### config.mk
export PLATFORM = sky130hd
export DESIGN_NAME = running_sum_addr_gen
export DESIGN_NICKNAME = d
export VERILOG_FILES = /design/src/rtl/cag_pkg.sv /design/src/rtl/cag_prefix_stage.sv /design/src/rtl/cag_knockout.sv /design/src/rtl/running_sum_addr_gen.sv
export SDC_FILE = /design/constraint.sdc
export NUM_CORES = 1
export LEC_CHECK = 0
export CORE_UTILIZATION = 35
export CTS_CLUSTER_DIAMETER = 40
export CTS_CLUSTER_SIZE = 30
export DETAILED_ROUTE_END_ITERATION = 16
export DONT_BUFFER_PORTS = 1
export HOLD_SLACK_MARGIN = 0.08
export PLACE_DENSITY_LB_ADDON = 0.2
export RECOVER_POWER = 100
export SKIP_CTS_REPAIR_TIMING = 1
export SLEW_MARGIN = 10
export SYNTH_ARGS = -nofsm -noshare
export SYNTH_HDL_FRONTEND = slang
export SYNTH_SLANG_ARGS = --single-unit
### constraint.sdc
create_clock -name clk -period 1.43 [get_ports clk]
set_clock_uncertainty 0.1 [all_clocks]
set_input_delay 0 -clock clk [delete_from_list [all_inputs] [get_ports clk]]
set_output_delay 0 -clock clk [all_outputs]
set_load 0.01 [all_outputs]
### src/rtl/cag_pkg.sv
package cag_pkg;

  // Number of prefix stages for an n-lane network.
  function automatic int stage_count(input int n);
    return $clog2(n);
  endfunction

  // Width of a running sum able to hold the value n.
  function automatic int sum_width(input int n);
    return $clog2(n + 1);
  endfunction

endpackage

### src/rtl/cag_prefix_stage.sv
// One registered level of the parallel running-sum network: every lane at
// index DIST or above adds the partial sum held DIST lanes below it.
module cag_prefix_stage #(
  parameter int N    = 8,
  parameter int SW   = 4,
  parameter int DIST = 1
) (
  input  logic            clk,
  input  logic            rst_n,
  input  logic            v_in,
  input  logic [N-1:0]    act_in,
  input  logic [N*SW-1:0] sum_in,
  output logic            v_out,
  output logic [N-1:0]    act_out,
  output logic [N*SW-1:0] sum_out
);

  logic [N*SW-1:0] sum_nx;
  logic            ld_en;

  assign ld_en = v_in;

  for (genvar i = 0; i < N; i++) begin : g_lane
    if (i >= DIST) begin : g_add
      always_comb begin
        sum_nx[i*SW +: SW] = sum_in[i*SW +: SW] + sum_in[(i-DIST)*SW +: SW];
      end
    end else begin : g_pass
      always_comb begin
        sum_nx[i*SW +: SW] = sum_in[i*SW +: SW];
      end
    end
  end

  always_ff @(posedge clk or negedge rst_n) begin
    if (!rst_n) begin
      v_out <= 1'b0;
    end else begin
      v_out <= v_in;
    end
  end

  always_ff @(posedge clk or negedge rst_n) begin
    if (!rst_n) begin
      act_out <= '0;
      sum_out <= '0;
    end else if (ld_en) begin
      act_out <= act_in;
      sum_out <= sum_nx;
    end
  end

endmodule

### src/rtl/cag_knockout.sv
// Turns inclusive running sums into exclusive addresses, applies the
// R-output knockout limit and extracts the slot's active count.
module cag_knockout #(
  parameter int N  = 8,
  parameter int R  = 4,
  parameter int SW = 4,
  parameter int AW = 3
) (
  input  logic [N-1:0]    act,
  input  logic [N*SW-1:0] incl,
  output logic [N*AW-1:0] addr,
  output logic [N-1:0]    addr_ok,
  output logic [SW-1:0]   total
);

  localparam logic [SW-1:0] LIMIT = SW'(R);

  for (genvar g = 0; g < N; g++) begin : g_lane
    logic [SW-1:0] inc_sum;
    logic [SW-1:0] exc_sum;

    assign inc_sum = incl[g*SW +: SW];
    assign exc_sum = inc_sum - SW'(act[g]);

    always_comb begin
      if (act[g]) begin
        addr[g*AW +: AW] = exc_sum[AW-1:0];
        addr_ok[g]       = (exc_sum < LIMIT);
      end else begin
        addr[g*AW +: AW] = '0;
        addr_ok[g]       = 1'b0;
      end
    end
  end

  assign total = incl[(N-1)*SW +: SW];

endmodule

### src/rtl/running_sum_addr_gen.sv
module running_sum_addr_gen #(
  parameter int N = 8,
  parameter int R = 4
) (
  input  logic                      clk,
  input  logic                      rst_n,
  input  logic                      in_valid,
  input  logic [N-1:0]              act,
  output logic                      out_valid,
  output logic [N*$clog2(N)-1:0]    addr,
  output logic [N-1:0]              addr_ok,
  output logic [$clog2(N+1)-1:0]    total
);

  localparam int LOG = cag_pkg::stage_count(N);
  localparam int SW  = cag_pkg::sum_width(N);
  localparam int AW  = LOG;

  logic            v_c   [0:LOG];
  logic [N-1:0]    act_c [0:LOG];
  logic [N*SW-1:0] sum_c [0:LOG];

  assign v_c[0]   = in_valid;
  assign act_c[0] = act;

  for (genvar i = 0; i < N; i++) begin : g_seed
    assign sum_c[0][i*SW +: SW] = SW'(act[i]);
  end

  for (genvar k = 0; k < LOG; k++) begin : g_stage
    cag_prefix_stage #(
      .N   (N),
      .SW  (SW),
      .DIST(1 << k)
    ) u_stage (
      .clk    (clk),
      .rst_n  (rst_n),
      .v_in   (v_c[k]),
      .act_in (act_c[k]),
      .sum_in (sum_c[k]),
      .v_out  (v_c[k+1]),
      .act_out(act_c[k+1]),
      .sum_out(sum_c[k+1])
    );
  end

  cag_knockout #(
    .N (N),
    .R (R),
    .SW(SW),
    .AW(AW)
  ) u_knockout (
    .act    (act_c[LOG]),
    .incl   (sum_c[LOG]),
    .addr   (addr),
    .addr_ok(addr_ok),
    .total  (total)
  );

  assign out_valid = v_c[LOG];

endmodule

Word-level counts from Yosys, hierarchy flattened
Cells that the tools add are included.
{"block": "totals", "ff_bits": 114, "elab_cells": 58}
{"block": "op_classes", "n_mux": 16, "order_cmp": 8, "addsub": 25}
{"operator": "4-bit adder", "n": 8}
{"operator": "4-bit by 3-bit less-than comparator with 1-bit output (second input constant)", "n": 8}
{"operator": "4-bit by 1-bit subtractor with 4-bit output", "n": 7}
{"operator": "3-bit two-way mux", "n": 8}
{"operator": "1-bit by 1-bit adder with 2-bit output", "n": 7}
{"operator": "4-bit by 1-bit adder with 4-bit output", "n": 2}
{"operator": "1-bit two-way mux", "n": 8}
{"operator": "1-bit by 1-bit subtractor with 2-bit output", "n": 1}

Longest topological paths before layout
{"block": "logic_depth", "word_depth": 3, "depth_mapped": 5, "ltp_nobuf": 5}

Hierarchy
From an unflattened synthesis, not the netlist that was laid out.
{"block": "unflattened", "cells_unflattened": 593, "area_unflattened_um2": 7303.3}
{"mod": "cag_prefix_stage (g_stage[1].u_stage)", "n_inst": 1, "cells_each": 163, "area_each_um2": 2280.9, "seq_area_each_um2": 1026.0}
{"mod": "cag_prefix_stage (g_stage[0].u_stage)", "n_inst": 1, "cells_each": 180, "area_each_um2": 2244.7, "seq_area_each_um2": 1026.0}
{"mod": "cag_prefix_stage (g_stage[2].u_stage)", "n_inst": 1, "cells_each": 141, "area_each_um2": 2058.2, "seq_area_each_um2": 1026.0}
{"mod": "cag_knockout", "n_inst": 1, "cells_each": 108, "area_each_um2": 715.7, "seq_area_each_um2": 0.0}
{"mod": "running_sum_addr_gen", "n_inst": 1, "cells_each": 1, "area_each_um2": 3.8, "seq_area_each_um2": 0.0}

Worst setup path after synthesis
No wires, ideal clock.
{"block": "synth_timing", "path_kind": "reg2reg", "from": "register g_stage[0].u_stage.sum_out[12]", "to": "register g_stage[1].u_stage.sum_out[21]", "path_stages_with_launch": 4, "t_arrival_ps": 1241, "slack_ps": -36, "cell_sequence": "dfrtp_1 -> ha_1 -> fa_1 -> mux2_2"}
{"block": "synth_between", "elab_chain_cells": 1}
{"item": "from (decl)", "line_no": "cag_prefix_stage.sv:15", "rtl": "output logic [N*SW-1:0] sum_out"}
{"item": "from (signal assigned)", "line_no": "cag_prefix_stage.sv:49", "rtl": "sum_out <= sum_nx;"}
{"item": "4-bit adder", "line_no": "cag_prefix_stage.sv:26", "rtl": "sum_nx[i*SW +: SW] = sum_in[i*SW +: SW] + sum_in[(i-DIST)*SW +: SW];"}
{"item": "named net g_stage[1].u_stage.sum_nx[21]", "line_no": "cag_prefix_stage.sv:18", "rtl": "logic [N*SW-1:0] sum_nx;"}
{"item": "to (signal assigned)", "line_no": "cag_prefix_stage.sv:49"}
{"item": "to (decl)", "line_no": "cag_prefix_stage.sv:15"}
The timed path passes the listed nets, and every way through them passes these cells.
A chain may end at the register's enable or synchronous reset.

Final worst setup path
{"block": "layout_timing", "from": "register g_stage[2].u_stage.act_out[7]", "to": "output port addr_ok[7]"}
{"block": "layout_between", "elab_chain_cells": 3}
{"item": "from (decl)", "line_no": "cag_prefix_stage.sv:14", "rtl": "output logic [N-1:0] act_out,"}
{"item": "from (signal assigned)", "line_no": "cag_prefix_stage.sv:48", "rtl": "act_out <= act_in;"}
{"item": "4-bit by 1-bit subtractor with 4-bit output", "line_no": "cag_knockout.sv:23", "rtl": "assign exc_sum = inc_sum - SW'(act[g]);"}
{"item": "4-bit by 3-bit less-than comparator with 1-bit output", "line_no": "cag_knockout.sv:28", "rtl": "addr_ok[g] = (exc_sum < LIMIT);"}
{"item": "1-bit two-way mux (*)", "line_no": "cag_knockout.sv:26", "rtl": "if (act[g]) begin"}
{"item": "to (decl)", "line_no": "running_sum_addr_gen.sv:11", "rtl": "output logic [N-1:0] addr_ok,"}
Mark *: on every way between the ends. The rest lies on a longest branch, timed or not.

==> impl_metrics.ini <==
[status]
result_of_the_run = finished, violations left
failing_checks = hold timing, setup timing

[final_layout]
multi_input_area_mm2 = 0.002097
number_of_nets_at_the_end_of_the_flow = 441
filler_cell_count = 1147
area_growth_syn_to_layout_pct = 21.46
final_layout_size_suffix_gt1_frac = 0.3494
area.sequential_mm2 = 0.002130
layout.core_utilization = 0.4345

[floorplanning]
die_height_um = 112.8
floorplan.die_area_mm2 = 0.01272
floorplan.core_area_mm2 = 0.01201
std_cell_rows = 40
floorplan.io_pins = 48
die_w_um = 112.8
start_util = 0.3577

[synthesis]
post-synth-top-area-fraction = 0.4950
ys_warn_count = 0
post_syn_area_mm2 = 0.004297
synthTopCellsByArea = dfrtp_1 (50%), ha_1 (9.0%), mux2_2 (8.1%)
synth_cell_types = 28
synth-seq-area-share = 0.4950
post_synth_top_area_cell = dfrtp_1
ys_seq_elements = 85
post_synth.cell_area_avg_um2 = 12.35
post_synth_inst_count = 348

[power_and_ir_drop]
power.sequential.fraction = 0.402
vdd_ir_drop_max_uv = 541.7
internal_power_uw = 5913
p_per_area_mw_per_mm2 = 1625
power_leakage_uw = 0.002351
power.share.switching = 0.3026
clockPowerShare = 0.291
share_comb_of_total_power = 0.306
power_switching_uw = 2565

[worst_setup_path]
critPathCaptureType = output port
critical_path.startpoint = g_stage[2].u_stage.act_out[7]
critical_path_class = flip-flop to output port
worst_reg2reg_path_endpoint = g_stage[2].u_stage.sum_out[28]
setup.worst_path.start_class = flip-flop
reg2regPathDepth = 2
cp_data_arrival_time_ns = 1.57
slowest_stage = dfrtp_1
worst_path_dominant_cell_family = flip-flops
timing.critical_path.cells = inv_2, nor2_2, ha_2, o41ai_2, buf_4
regToRegStartpoint = g_stage[1].u_stage.v_out
critical_path.n_buffers_inverters = 2
worst_path_largest_cell_delay_ns = 0.39
reg2reg_setup_slack_ns = -0.04
critPathMaxFanout = 3
critPathRequiredTime_ns = 1.33

[timing]
finalHoldWorstSlack_ns = -0.7424
hold_viol = 85
timing.final.setup_violations = 14
min_period_ns = 1.668
timing.final.ws_setup_ns = -0.2376
slew_violations = 0
slew_headroom = 0.5859
unrepaired_setup_endpoints_after_global_routing = yes
fin_crit_sh = 1.166
max_slew.worst_pin.slew_ns = 0.6212
timing.fmax_mhz = 599.7

[route]
route.detailed.drc = 0
route.antenna.remaining_nets = 0
drtPass1Iterations = 4
routed_wire_length_per_instance_um = 14.47
vias = 2550
routed_wl_um = 7857
drt_first_iter_violations = 69
avgViaCountPerCell = 4.696

[global_route]
grt_pass1_wl_um = 12430
grt.overflow.total = 0
number_of_antenna_violations_at_the_first_check_in_global_routing = 1
pin_count_of_the_biggest_net_entering_global_routing = 86
grt_pass1_vias = 2424
globalRouteTotalUtil = 0.1276

[cts]
cts_buffers = 9
clk_latency_ns = 0.33
clock_sink_count = 85
cts.path.max_buffers = 2
cts_htree_levels = 3
path_clk_slew_ns = 0.06
clk_root_buffer_cell = clkbuf_16
cts_tree = built

[place]
detailedPlacementHpwl_um = 5093
dp_worst_setup_slack_ns = -0.05837
place.gp.congestion = 0.7140
portBuffers = 0

[min_path]
min-delay-path-class = input port to asynchronous set/reset pin

[run]
cap_violations = 0
==> stage by stage <==
| stage | total power, µW | area, µm² | cells | setup TNS, ns |
|---|---|---|---|---|
| 3_5_place_dp | 5486 | 4556 | 500 | -0.1206 |
| 2_1_floorplan | 4944 | 4309 | 350 | -0.02240 |
| 3_3_place_gp | 5412 | 4556 | 500 | -0.03751 |
| 6_report | 8478 | 5219 | 543 | -1.226 |
| 5_1_grt | 9027 | 5219 | 543 | -3.061 |
| 4_1_cts | 8016 | 4871 | 515 | -2.088 |
==> cell type report <==
cell class / count / share of cell area
Tap cell: 147 / 0.03524
Inverter: 26 / 0.01870
Multi-Input combinational cell: 219 / 0.4018
Sequential cell: 85 / 0.4081
Clock inverter: 4 / 0.01391
Timing Repair Buffer: 50 / 0.07528
Clock buffer: 11 / 0.04651
Antenna cell: 1 / 0.0004795
==> metal layers <==
metal	wire, µm	part of all wire	vias up	track usage
met4	116	0.015	0	0.06667
met5	0	0	-	0
met1	3853	0.49	1245	0.1729
li1	-	-	1253	-
met2	3574	0.45	44	0.1840
met3	312	0.040	8	0.03856
==> cells in the mapped netlist <==
master     n
and2_1     3
clkbuf_1   1
a21boi_0   2
a21o_1     2
o41ai_1    2
mux2i_1    4
fa_1       8
mux2_2    31
nand2_1   20
inv_1     26
o21ai_0   20
buf_6      4
buf_2      3
o41ai_2    2
mux2_4    20
dfrtp_1   85
xor2_1     4
xnor2_1   10
nor2b_1   10
o22ai_1    1
nand4b_1   2
ha_1      31
nor2_1    30
buf_8      1
a21oi_1   11
conb_1     1
buf_4     11
nand4_1    3
==> sequential cells by signal (all words and copies together), names as in the netlist <==
register / flops
g_stage.u_stage.act_out: 24
g_stage.u_stage.sum_out: 58
g_stage.u_stage.v_out: 3
==> worst max path at each step <==
| stage | endpoint | cells after the start | slack, ns |
|---|---|---|---|
| after floorplan | g_stage[1].u_stage.sum_out[21] | 3 | -0.02 |
| after global placement | g_stage[1].u_stage.sum_out[21] | 3 | -0.03 |
| after detailed placement | g_stage[1].u_stage.sum_out[21] | 3 | -0.06 |
| after CTS | addr_ok[6] | 5 | -0.28 |
| after global routing | addr_ok[7] | 5 | -0.30 |
| final | addr_ok[7] | 5 | -0.24 |
==> kinds of logic after synthesis <==
family | count (synthesis) | synth area share
compound gates | 40 | 0.05620
flops | 85 | 0.4950
simple gates | 68 | 0.07106
fa+ha+maj | 39 | 0.1275
mux | 55 | 0.1605
xor+xnor | 14 | 0.02854
other cells | 1 | 0.0008728
buf+inv | 46 | 0.06028
==> placed cells by master (no fill, tap or decap), drive strengths merged <==
| master | count |
|---|---|
| bufinv | 2 |
| clkinv | 1 |
| a21boi | 2 |
| ha | 31 |
| and2 | 3 |
| fa | 8 |
| xnor2 | 10 |
| inv | 26 |
| clkbuf | 22 |
| nand4b | 2 |
| xor2 | 4 |
| nor2b | 10 |
| clkinvlp | 1 |
| o21ai | 20 |
| conb | 3 |
| o41ai | 4 |
| diode | 1 |
| nand2 | 20 |
| dlygate4sd3 | 14 |
| o22ai | 1 |
| buf | 25 |
| mux2 | 51 |
| dfrtp | 85 |
| nor2 | 30 |
| a21oi | 11 |
| nand4 | 3 |
| mux2i | 4 |
| a21o | 2 |
==> power groups by stage <==
stage / Combinational (µW) / Sequential [µW] / Clock [µW]
6_report: 2600 / 3410 / 2470
5_1_grt: 2900 / 3490 / 2640
4_1_cts: 2090 / 3370 / 2550
3_5_place_dp: 2070 / 3410 / 0
3_3_place_gp: 2020 / 3390 / 0
2_1_floorplan: 1670 / 3280 / 0
Note: power is estimated with default switching activity, not from simulation.
